==> src/rtl/hs_host_chirp_pkg.sv <==
package hs_host_chirp_pkg;

    typedef enum logic [1:0] {
        LS_SE0 = 2'b00,
        LS_J   = 2'b01,
        LS_K   = 2'b10,
        LS_SE1 = 2'b11
    } line_e;

    typedef enum logic [1:0] {
        DRV_OFF = 2'b00,
        DRV_SE0 = 2'b01,
        DRV_K   = 2'b10,
        DRV_J   = 2'b11
    } drive_e;

    typedef enum logic [1:0] {
        ST_IDLE,
        ST_SE0,
        ST_KHOLD,
        ST_CHIRP
    } ctl_e;

    localparam logic [1:0] MODE_NORMAL = 2'b00;
    localparam logic [1:0] MODE_RAW    = 2'b10;

    // cycles covering 2.5 us, rounded up
    function automatic int qual_cycles(input int cyc_per_us);
        return (5 * cyc_per_us + 1) / 2;
    endfunction

    function automatic drive_e drive_of(input ctl_e st, input logic on_k);
        case (st)
            ST_SE0, ST_KHOLD: return DRV_SE0;
            ST_CHIRP:         return on_k ? DRV_K : DRV_J;
            default:          return DRV_OFF;
        endcase
    endfunction

endpackage

==> src/rtl/hs_tick_timer.sv <==
module hs_tick_timer #(
    parameter int LIMIT = 50
) (
    input  logic clk,
    input  logic rst,
    input  logic clr,
    input  logic run,
    input  logic tick,
    output logic done
);
    localparam int W = $clog2(LIMIT + 1);

    logic [W-1:0] cnt_q;

    assign done = run && tick && (cnt_q == W'(LIMIT - 1));

    always_ff @(posedge clk) begin
        if (rst || clr)
            cnt_q <= '0;
        else if (run && tick)
            cnt_q <= done ? '0 : cnt_q + 1'b1;
    end

    // the tick count never passes its terminal value
    p_cnt_below_limit_r5: assert property (@(posedge clk) disable iff (rst)
        cnt_q < W'(LIMIT));

endmodule

==> src/rtl/hs_kj_qualifier.sv <==
module hs_kj_qualifier #(
    parameter int QUAL_CYC = 10
) (
    input  logic clk,
    input  logic rst,
    input  logic en,
    input  logic is_k,
    output logic qual
);
    localparam int W = $clog2(QUAL_CYC + 1);

    logic [W-1:0] run_q;

    assign qual = en && is_k && (run_q == W'(QUAL_CYC - 1));

    always_ff @(posedge clk) begin
        if (rst || !en || !is_k)
            run_q <= '0;
        else if (run_q < W'(QUAL_CYC - 1))
            run_q <= run_q + 1'b1;
    end

    generate
        if (QUAL_CYC > 1) begin : g_multi
            // qualification needs K on the previous sample as well
            p_qual_after_k_r3: assert property (@(posedge clk) disable iff (rst)
                qual |-> $past(is_k && en));
        end
    endgenerate

endmodule

==> src/rtl/hs_host_chirp.sv <==
module hs_host_chirp
    import hs_host_chirp_pkg::*;
#(
    parameter int CYC_PER_US = 60,
    parameter int CHIRP_US   = 50,
    parameter int RESET_US   = 10000,
    parameter int NUM_PAIRS  = 6
) (
    input  logic       clk,
    input  logic       rst,
    input  logic       reset_start,
    input  logic       us_tick,
    input  logic [1:0] line_state,
    output logic       tx_req,
    output logic [1:0] chirp_sym,
    output logic [1:0] opmode
);
    localparam int K_QUAL = qual_cycles(CYC_PER_US);
    localparam int PW     = (NUM_PAIRS > 1) ? $clog2(NUM_PAIRS) : 1;

    ctl_e          state_q;
    logic          sym_k_q;
    logic [PW-1:0] pair_q;
    logic          stop_q;
    logic          rst_exp, sym_done, k_qual;
    logic          last_pair;
    drive_e        drv;

    hs_tick_timer #(.LIMIT(RESET_US)) u_win (
        .clk(clk), .rst(rst),
        .clr(state_q == ST_IDLE), .run(state_q != ST_IDLE),
        .tick(us_tick), .done(rst_exp)
    );

    hs_tick_timer #(.LIMIT(CHIRP_US)) u_sym (
        .clk(clk), .rst(rst),
        .clr(state_q != ST_CHIRP), .run(state_q == ST_CHIRP),
        .tick(us_tick), .done(sym_done)
    );

    hs_kj_qualifier #(.QUAL_CYC(K_QUAL)) u_kq (
        .clk(clk), .rst(rst),
        .en(state_q == ST_SE0), .is_k(line_state == LS_K),
        .qual(k_qual)
    );

    assign last_pair = !sym_k_q && (pair_q == PW'(NUM_PAIRS - 1));

    always_ff @(posedge clk) begin
        if (rst) begin
            state_q <= ST_IDLE;
            sym_k_q <= 1'b1;
            pair_q  <= '0;
            stop_q  <= 1'b0;
        end else begin
            case (state_q)
                ST_IDLE: begin
                    stop_q <= 1'b0;
                    if (reset_start) state_q <= ST_SE0;
                end
                ST_SE0: begin
                    if (rst_exp)     state_q <= ST_IDLE;
                    else if (k_qual) state_q <= ST_KHOLD;
                end
                ST_KHOLD: begin
                    if (rst_exp) begin
                        state_q <= ST_IDLE;
                    end else if (line_state != LS_K) begin
                        state_q <= ST_CHIRP;
                        sym_k_q <= 1'b1;
                        pair_q  <= '0;
                    end
                end
                default: begin
                    if (rst_exp) stop_q <= 1'b1;
                    if (sym_done) begin
                        if (stop_q || rst_exp || last_pair) begin
                            state_q <= ST_IDLE;
                        end else begin
                            sym_k_q <= !sym_k_q;
                            if (!sym_k_q) pair_q <= pair_q + 1'b1;
                        end
                    end
                end
            endcase
        end
    end

    assign drv       = drive_of(state_q, sym_k_q);
    assign chirp_sym = drv;
    assign tx_req    = (state_q == ST_CHIRP);
    assign opmode    = (state_q == ST_IDLE) ? MODE_NORMAL : MODE_RAW;

    // the transmit request only ever carries chirp symbols
    p_txreq_sym_r4: assert property (@(posedge clk) disable iff (rst)
        tx_req |-> (chirp_sym == DRV_K || chirp_sym == DRV_J));

    // a symbol changes only on a microsecond tick
    p_sym_on_tick_r5: assert property (@(posedge clk) disable iff (rst)
        (state_q == ST_CHIRP && $past(state_q) == ST_CHIRP && sym_k_q != $past(sym_k_q))
            |-> $past(us_tick));

    // when the chirp ends the bus is released and the mode is normal
    p_end_normal_r6: assert property (@(posedge clk) disable iff (rst)
        $fell(tx_req) |-> (opmode == MODE_NORMAL && chirp_sym == DRV_OFF));

    // the pair counter stays inside the configured count
    p_pairs_bound_r6: assert property (@(posedge clk) disable iff (rst)
        pair_q <= PW'(NUM_PAIRS - 1));

    // the hold state is entered only from a K sample
    p_khold_from_k_r3: assert property (@(posedge clk) disable iff (rst)
        (state_q == ST_KHOLD && $past(state_q) == ST_SE0) |-> $past(line_state) == LS_K);

    // window expiry on a symbol end leaves the chirp
    p_expire_stop_r8: assert property (@(posedge clk) disable iff (rst)
        (state_q == ST_CHIRP && sym_done && rst_exp) |=> state_q == ST_IDLE);

    // a running handshake never falls back into SE0
    p_no_restart_r9: assert property (@(posedge clk) disable iff (rst)
        (state_q == ST_KHOLD || state_q == ST_CHIRP) |=> state_q != ST_SE0);

endmodule

==> config.mk <==
export PLATFORM = sky130hd
export DESIGN_NAME = hs_host_chirp
export DESIGN_NICKNAME = d
export VERILOG_FILES = /design/src/rtl/hs_host_chirp_pkg.sv /design/src/rtl/hs_tick_timer.sv /design/src/rtl/hs_kj_qualifier.sv /design/src/rtl/hs_host_chirp.sv
export SDC_FILE = /design/constraint.sdc
export NUM_CORES = 1
export LEC_CHECK = 0
export BUFFER_PORTS_ARGS = -buffer_cell sky130_fd_sc_hd__buf_2
export CAP_MARGIN = 10
export CORE_ASPECT_RATIO = 0.7
export CORE_UTILIZATION = 65
export DETAILED_ROUTE_END_ITERATION = 10
export GPL_TIMING_DRIVEN = 0
export PLACE_DENSITY = 0.84
export SYNTH_ARGS = -nofsm -noshare
export SYNTH_HDL_FRONTEND = slang
export SYNTH_HIERARCHICAL = 1
export SYNTH_SLANG_ARGS = --single-unit
==> constraint.sdc <==
create_clock -name clk -period 4.2 [get_ports clk]
set_input_delay 0.63 -clock clk [delete_from_list [all_inputs] [get_ports clk]]
set_output_delay 0.63 -clock clk [all_outputs]
set_load 0.02 [all_outputs]
; ---- Word-level counts from Yosys, hierarchy flattened
; Index checks and enable logic that the tools add are counted.
[word_totals]
reg_bits = 35
latch_bits = 0
mem_bits_rw = 0
mem_bits_ro = 0
inputBits = 6
out_inout_bits = 5
elab_cells = 85
n_memories = 0
[classes]
n_addsub = 4
mul = 0
n_div = 0
order_cmp = 1
n_eq_ne = 17
n_shift = 0
muxes = 26
bitwise = 2
reduce_logical = 28
[ops]
columns = operator, n
row1 = two-way mux 2 bit, 8
row2 = two-way mux 3 bit, 5
row3 = adder 14 x 1 -> 14 bit (second input constant), 1
row4 = equality test 14 bit (second input constant), 1
row5 = two-way mux 14 bit, 1
row6 = inequality test 2 bit (second input constant), 5
row7 = AND reduction 5 bit, 2
row8 = adder 8 x 1 -> 8 bit (second input constant), 1
row9 = equality test 8 bit (second input constant), 1
row10 = less-than comparator 8 bit (second input constant), 1
row11 = nonzero test 4 bit, 2
row12 = logical AND 1 bit, 7
row13 = adder 6 x 1 -> 6 bit (second input constant), 1
row14 = equality test 2 bit (second input constant), 3
row15 = equality test 6 bit (second input constant), 1
row16 = logical OR 1 bit, 6
row17 = two-way mux 1 bit, 6
row18 = two-way mux 6 bit, 1
row19 = inequality test 3 bit (second input constant), 2
row20 = one-hot mux 2 bit (3 select lines), 1
row21 = one-hot mux 3 bit (2 select lines), 1
row22 = AND reduction 6 bit, 1
row23 = nonzero test 2 bit, 3
row24 = inequality test 2 x 1 -> 1 bit (second input constant), 2
row25 = 10 further kinds, 15

; ---- Logic depth before layout (Yosys ltp)
; Gate-level depths: netlist of the first run.
[depth]
word_depth = 8
mapped_depth = 10
depth_no_buf = 10

; ---- By module
; The synthesis of the first run kept the hierarchy.
[by_module_without_submodules]
columns = mod, instances, cells_each, area_per_inst_um2, seq_area_each_um2
row1 = hs_tick_timer at u_win, 1, 80, 696.9, 280.3
row2 = hs_host_chirp, 1, 70, 581.8, 140.1
row3 = hs_kj_qualifier, 1, 56, 467.9, 160.2
row4 = hs_tick_timer at u_sym, 1, 41, 360.3, 120.1

; ---- Worst setup path after synthesis of the first run
; OpenSTA, ideal clock, no wires.
[synth_path]
path_kind = register -> register
from = register state_q[0]
to = register state_q[1]
setup_ps = 70
arrival_time_ps = 2524
required_time_ps = 4130
slack_ps = 1606
path_stages_with_launch = 11
path_buffers = 0
period_less_slack_ps = 2594
cell_sequence = dfxtp_1 -> inv_1 -> ha_1 -> inv_1 -> and4_1 -> nand2_1 -> and3b_1 -> nand4bb_2 -> o2111ai_2 -> or4_1 -> a21oi_1
[synth_between]
elab_chain_len = 7
elab_cells_between_ends = 22
classes_between = eq/ne (6) / mux (3) / reduce/logical (13)
[synth_lines]
columns = item, line_no
row1 = from (decl), hs_host_chirp.sv:21  ; ctl_e state_q;
row2 = from (signal assigned), hs_host_chirp.sv:51  ; state_q <= ST_IDLE;
row3 = from (signal assigned), hs_host_chirp.sv:59  ; if (reset_start) state_q <= ST_SE0;
row4 = from (signal assigned), hs_host_chirp.sv:62  ; if (rst_exp) state_q <= ST_IDLE;
row5 = nonzero test 2 bit (*), hs_host_chirp.sv:31  ; .clr(state_q == ST_IDLE), .run(state_q != ST_IDLE),
row6 = logical AND 1 bit (*) (2 in a row), hs_tick_timer.sv:15  ; assign done = run && tick && (cnt_q == W'(LIMIT - 1));
row7 = named net rst_exp, hs_host_chirp.sv:25  ; logic rst_exp, sym_done, k_qual;
row8 = logical OR 1 bit (2 in a row), hs_host_chirp.sv:77  ; if (stop_q || rst_exp || last_pair) begin
row9 = nonzero test 4 bit (no line), n/a
row10 = AND reduction 5 bit (no line), n/a
; The timed path passes the listed nets; every way through them passes the cells marked *.
; A chain may end at the register's enable or synchronous reset.

; ---- Worst setup path in the final report of the first run
; Ends and elaborated chain as after synthesis.

==> results of run 1 <==
-- cell usage after synthesis (all sizes together) (5+ instances only) --
master and count:
nor3 6, or4 5, nand2 13, o21ai 20
xnor2 7, nor2 24, dfxtp 35, xor2 7
nand4 9, inv 11, and4 5, nand3 15
or3 6, buf 6, nor4 5, ha 13
a21oi 14
-- worst paths after layout --
kind | startpoint | to
setup reg to reg | state_q[0]$_SDFFE_PP0P_ | state_q[1]$_SDFFE_PP0P_
hold / removal | pair_q[0]$_SDFFE_PP0P_ | pair_q[0]$_SDFFE_PP0P_
setup / recovery | state_q[0]$_SDFFE_PP0P_ | state_q[1]$_SDFFE_PP0P_
hold reg to reg | pair_q[0]$_SDFFE_PP0P_ | pair_q[0]$_SDFFE_PP0P_
-- per-layer routing --
metal  global-route usage (%)  wire length [um]  vias up
met5                        0                 0        -
met2                     39.7              1790       34
met1                     36.9              2240      842
li1                         -                 -      937
met3                     5.73               140        5
met4                     8.00                31        0
-- placed cells by master, fill, tap and decap left out, drive strengths merged, types with 5 or more instances in the layout --
cell type and count:
and4 5, or4 5, nand3 15, buf 15, nor4 5, xor2 7, nor3 6, ha 13
dfxtp 35, xnor2 7, o21ai 20, nand2 13, clkbuf 8, nor2 24, inv 11, a21oi 14
nand4 9, or3 6
-- kinds of logic (layout without fill, tap and decap cells) --
| family | count (synthesis) | after routing | share of synthesized area (%) |
|---|---|---|---|
| simple gates | 112 | 112 | 31.8 |
| compound gates | 53 | 53 | 16.6 |
| flops | 35 | 35 | 33.3 |
| buf+inv | 19 | 35 | 4.63 |
| xor+xnor | 14 | 14 | 5.82 |
| fa+ha+maj | 13 | 13 | 7.72 |
| other cells | 1 | 1 | 0.178 |
-- worst max-delay path, cell delays in order, from the launching register on --
cell	delay [ps]
dfxtp_1	380
inv_1	90
ha_1	310
inv_1	240
and4_1	370
nand2_1	160
and3b_1	390
nand4bb_2	180
o2111ai_2	140
or4_1	420
a21oi_1	160
-- area by class of cell --
type	instances	area, sq um	area share [%]
Multi-Input combinational cell	193	1310	57.3
Sequential cell	35	701	30.7
Clock buffer	6	82.6	3.61
Buffer	8	56.3	2.46
Timing Repair Buffer	9	45.0	1.97
Tap cell	36	45.0	1.97
Inverter	11	41.3	1.81
Clock inverter	1	5.00	0.219
-- flip-flops by register name, summed over array words and instances, names as in the netlist --
signal,count
u_win/cnt_q,14
u_kq/run_q,8
u_sym/cnt_q,6
pair_q,3
state_q,2
stop_q,1
sym_k_q,1
-- power groups by stage --
stage                     Sequential [mW]  Clock (mW)  Combinational, mW
after global placement              0.361           0              0.262
after global routing                0.356       0.264              0.299
after CTS                           0.354       0.247              0.267
final                               0.354       0.241              0.266
after floorplan                     0.358           0              0.206
after detailed placement            0.362           0              0.265
-- through the flow --
stage | util [%] | setup slack (ps)
after floorplan | - | 1610
after global placement | 74.7 | 1340
after detailed placement | 74.7 | 1320
after CTS | 77.6 | 1290
after global routing | 77.6 | 1050
final | 77.6 | 1280
==> impl_metrics.json, run 1 <==
{
  "die_w_um": 70.1,
  "vias": 1818,
  "place_congestion": 0.797,
  "viasPerCell": 6.08,
  "ys_seq_area_share_pct": 33.3,
  "clk_latency_ps": 280,
  "cts.clk_slew.worst_paths_ps": 70,
  "cts_made_buffers": 5,
  "antenna_found_initial": 0,
  "ys_ff_latch": 35,
  "layout-drive-gt1-share_pct": 14.4,
  "worstPathRequired_ps": 4420,
  "fillers": 224,
  "hold_path_class": "reg -> reg",
  "diodes": 0,
  "irDropWorstVdd_mv": 0.185,
  "finalHoldViolations": 0,
  "htreeDepth": 2,
  "fin_cells": 299,
  "cts_tree": "yes",
  "startpoint_type": "register",
  "synth_area_per_cell_sq_um": 8.53,
  "synth_top_cell_area_share_pct": 33.3,
  "pwr-share-seq_pct": 41.1,
  "status": "finished clean",
  "yosysWarnings": 6,
  "rrSetupSlack_ps": 1280,
  "core-area_sq_um": 2940,
  "netSwitchingFraction_pct": 33.9,
  "slew_violations": 0,
  "p_sw_mw": 0.292,
  "syn_to_final_growth_pct": 8.43,
  "initial_utilization_pct": 71.6,
  "cts-hold-fix-buffers": 0,
  "power_frac_clock_pct": 28.0,
  "period_share_pct": 69.6,
  "grt_pass1_wl_um": 7270,
  "dp_cells": 292,
  "maxCapViolCount": 0,
  "holdPathStages": 2,
  "powerDensity_nw_per_um2": 377,
  "crit_fanout": 9,
  "detailedRoute.firstIterationViolations": 163,
  "rows": 16,
  "fin_worst_skew_ps": 3.79,
  "hold_ws_ps": 512,
  "wl_per_cell_um": 14.1,
  "ff2ff_path_depth": 10,
  "nNetsFinal": 282,
  "clk_path_buf_depth": 2,
  "placed_cell_area_sq_um": 2200,
  "grt_usage_pct": 26.1,
  "async_flop_share_pct": 0,
  "clock.fmax_mhz": 342,
  "cts_setup_buffers": 0,
  "clock_sinks": 35,
  "synth-edff-count": 0,
  "period_minus_slack_ps": 2920,
  "io_buffers": 9,
  "power.total_mw": 0.861,
  "firstDrtPassIters": 4,
  "arrival_ps": 3140,
  "cts_root_buffer": "clkbuf_8",
  "drt-total-wl_um": 4210,
  "leakage_nw": 0.773,
  "critical_path_class": "reg -> reg",
  "endpoint_kind": "register",
  "ioPinCount": 11,
  "synthDistinctLibCells": 58,
  "tightest_slew_ps": 675,
  "combPwrFrac_pct": 30.8,
  "grt_pass1_vias": 1610,
  "netlist_area_sq_um": 2110,
  "cts-resized-gates": 0,
  "synth_ff_type": "dfxtp_1",
  "grt_max_degree": 11,
  "die_h_um": 49.6,
  "drc": 0,
  "synth_top_cells_by_area": "dfxtp_1 (33%), ha_1 (7.7%), nor2_1 (4.1%)",
  "slew_headroom_pct": 54.6,
  "grt_overflow_total": 0,
  "syn_nets": 266,
  "final_area_sq_um": 2280,
  "ant_nets": 0,
  "synth.largest_area_cell": "dfxtp_1",
  "finalSetupViolCount": 0,
  "die_area_sq_um": 3480,
  "synth_cells": 247,
  "dp_hpwl_um": 2940,
  "intPower_mw": 0.569,
  "rsz0062_at_grt": "no",
  "setup-tns-final_ps": 0
}
No activity file was read; power rests on OpenSTA's default activity.
==> run 2, diff against run 1 <==
--- a/config.mk
+++ b/config.mk
@@ -5,13 +5,14 @@
 export SDC_FILE = /design/constraint.sdc
 export NUM_CORES = 1
 export LEC_CHECK = 0
+export ABC_AREA = 1
 export BUFFER_PORTS_ARGS = -buffer_cell sky130_fd_sc_hd__buf_2
 export CAP_MARGIN = 10
 export CORE_ASPECT_RATIO = 0.7
-export CORE_UTILIZATION = 65
+export CORE_UTILIZATION = 55
 export DETAILED_ROUTE_END_ITERATION = 10
 export GPL_TIMING_DRIVEN = 0
-export PLACE_DENSITY = 0.84
+export PLACE_DENSITY = 0.75
 export SYNTH_ARGS = -nofsm -noshare
 export SYNTH_HDL_FRONTEND = slang
 export SYNTH_HIERARCHICAL = 1
==> constraint.sdc (replaced) <==
create_clock -name clk -period 2.4 [get_ports clk]
set_input_delay 0.36 -clock clk [delete_from_list [all_inputs] [get_ports clk]]
set_output_delay 0.36 -clock clk [all_outputs]
set_load 0.02 [all_outputs]
==> run 2 against run 1 <==
Combinational power up 38%. Sequential share of layout area down 3.6 points. Via count up 15%. Non-clock buffer count down 2. First-iteration DRC count down 0.61%. Die area up 31%. Core utilization down 13 points. Power up 64%. Clock skew up 1.1 ps. Flip-flop and latch count unchanged. Cell area up 13%. Critical path depth up 3. Critical path type unchanged. Largest power group unchanged. Highest routed layer unchanged.
==> impl_metrics.json, run 2 <==
{
  "status": "finished clean",
  "largest_reg_flops": 14,
  "reg2reg_to": "pair_q[2]$_SDFFE_PP0P_",
  "max_stage_delay_ps": 370,
  "wl_per_cell_um": 11.1,
  "finalHoldViolations": 0,
  "top_register": "u_win/cnt_q",
  "netlist_area_sq_um": 2350,
  "synth.most_common_cell": "nand2_1",
  "crit_fanout": 6,
  "syn_nets": 381,
  "syn_to_final_growth_pct": 9.99,
  "endpoint_kind": "register",
  "fillers": 377,
  "io_buffers": 9,
  "reg_top3": "u_win/cnt_q (14), u_kq/run_q (8), u_sym/cnt_q (6)",
  "period_share_pct": 89.6,
  "yosysWarnings": 6,
  "synth_commonest_cells": "nand2_1 (78), nor2_1 (66), inv_1 (53), dfxtp_1 (35), nand3_1 (25)",
  "clk_latency_ps": 290,
  "register_area_sq_um": 701,
  "topRoutingLayerUsed": "met4",
  "place_congestion": 0.889,
  "grt_overflow_total": 0,
  "powerDensity_nw_per_um2": 546,
  "multiInputGateArea_sq_um": 1410,
  "startpoint_type": "register",
  "synth_top_cell_area_share_pct": 29.8,
  "cp.buffers_inverters": 3,
  "die_w_um": 80.2,
  "detailedRoute.firstIterationViolations": 162,
  "cts_root_buffer": "clkbuf_8",
  "htreeDepth": 2,
  "dp_hpwl_um": 3670,
  "fin_worst_skew_ps": 4.89,
  "hold_path_end": "pair_q[0]$_SDFFE_PP0P_",
  "slowest_stage": "dfxtp_1",
  "period_minus_slack_ps": 2150,
  "cp-startpoint": "state_q[0]$_SDFFE_PP0P_",
  "rr_startpoint": "state_q[0]$_SDFFE_PP0P_",
  "holdPathStages": 2,
  "maxCapViolCount": 0,
  "worstPathRequired_ps": 2610,
  "grt_usage_pct": 23.6,
  "critical_path_class": "reg -> reg",
  "cts.clk_slew.worst_paths_ps": 70,
  "cts_made_buffers": 5,
  "nNetsFinal": 400,
  "layout-drive-gt1-share_pct": 19.2,
  "irDropWorstVdd_mv": 0.347,
  "clk_path_buf_depth": 2,
  "ys_seq_area_share_pct": 29.8,
  "ioPinCount": 11,
  "slew_violations": 0,
  "path_delay_family": "simple AND/OR/NAND/NOR gates",
  "synth_area_per_cell_sq_um": 6.50,
  "async_flop_share_pct": 0,
  "utilization_pct": 64.4,
  "initial_utilization_pct": 58.6,
  "cts_tree": "yes",
  "ant_nets": 0,
  "rrSetupSlack_ps": 250,
  "core-area_sq_um": 4020,
  "min_from": "rst",
  "grt_max_degree": 11,
  "firstDrtPassIters": 5,
  "arrival_ps": 2360,
  "crit_chain": "inv_1, ha_1, inv_2, nand2_2, nor2_4, nor4b_4, buf_4, nor2_1, nand2_1, nand2_2, nand3_4, nand2_1, a21oi_1",
  "die_area_sq_um": 4550,
  "rsz0062_at_grt": "no",
  "met2_wirelength_um": 1860,
  "finalSetupViolCount": 0,
  "layout_common_cells": "nand2_1 (78), nor2_1 (66), inv_1 (53), dfxtp_1 (35), nand3_1 (25)",
  "antenna_found_initial": 0,
  "synthDistinctLibCells": 30,
  "synth-edff-count": 0,
  "leakage_nw": 1.12,
  "vias": 2097,
  "clock_sinks": 35,
  "synth_top_cells_by_area": "dfxtp_1 (30%), nand2_1 (12%), nor2_1 (11%)",
  "ys_ff_latch": 35,
  "finalWorstSetupSlack_ps": 249,
  "final_common_cell": "nand2_1",
  "synth_cells": 362,
  "rows": 19,
  "synth.largest_area_cell": "dfxtp_1",
  "power.total_mw": 1.41,
  "met1_length_um": 2670,
  "viasPerCell": 4.84,
  "grt_pass1_vias": 1813,
  "die_h_um": 56.7,
  "wl_met3_um": 224,
  "drc": 0,
  "synth_ff_type": "dfxtp_1",
  "clock.fmax_mhz": 465,
  "drt-total-wl_um": 4820,
  "grt_pass1_wl_um": 8220,
  "ff2ff_path_depth": 13,
  "pre_cts_ws_ps": -304,
  "hold_path_class": "in -> reg",
  "diodes": 0
}
## run 2: repair_timing
| item | 4_1_cts | 5_1_grt |
|---|---|---|
| hold buffers | 0 | 0 |
| setup buffers | 0 | 3 |
| endpoints found under the setup margin | 6 | 3 |
| resized for setup | 2 | 0 |
| pin swaps | 0 | 1 |
## run 2: layout make-up
type,instances,share of cell area (%)
flip-flops and latches,35,27.1
clock buffers,6,3.19
inverters,61,8.94
clock inverters,1,0.193
repair buffers,12,2.61
multi-input cells,263,54.5
plain buffers,3,1.01
well taps,52,2.51
## run 2: worst max-delay path by stage
| stage | end | slack, ps | cells after the start |
|---|---|---|---|
| 5_1_grt | state_q[1]$_SDFFE_PP0P_ | 50 | 14 |
| 3_5_place_dp | state_q[1]$_SDFFE_PP0P_ | -300 | 14 |
| 2_1_floorplan | state_q[0]$_SDFFE_PP0P_ | 160 | 13 |
| 3_3_place_gp | state_q[1]$_SDFFE_PP0P_ | -290 | 13 |
| 6_report | pair_q[2]$_SDFFE_PP0P_ | 250 | 13 |
| 4_1_cts | state_q[1]$_SDFFE_PP0P_ | 60 | 14 |
## run 2: logic make-up after synthesis
group                    after synthesis  share of synthesized area [%]
buffers and inverters                 64                           11.0
adder cells (fa/ha/maj)               13                           6.91
XOR/XNOR                               5                           1.86
flip-flops                            35                           29.8
AND/OR/NAND/NOR                      220                           44.7
other                                  1                          0.159
AO/OA/AOI/OAI                         24                           5.63
## run 2: metrics by stage
stage / std cells / TNS, ps / hold slack (ps) / cell area [sq um]
finish: 433 / 0 / 356 / 2590
global route: 433 / 0 / 362 / 2590
CTS: 430 / 0 / 352 / 2570
detailed placement: 423 / -1370 / 485 / 2460
global placement: 423 / -1060 / 478 / 2460
floorplan: 362 / 0 / 429 / 2350
## run 2: metal layers
layer / up-vias / global-route usage, %
li1: 1144 / -
met1: 895 / 35.9
met2: 50 / 32.0
met3: 8 / 5.69
met4: 0 / 7.65
met5: - / 0
## run 2: where the power goes
group	switching (mW)	internal [mW]
combinational	0.245	0.121
sequential	0.0167	0.598
clock	0.209	0.225
total	0.471	0.944
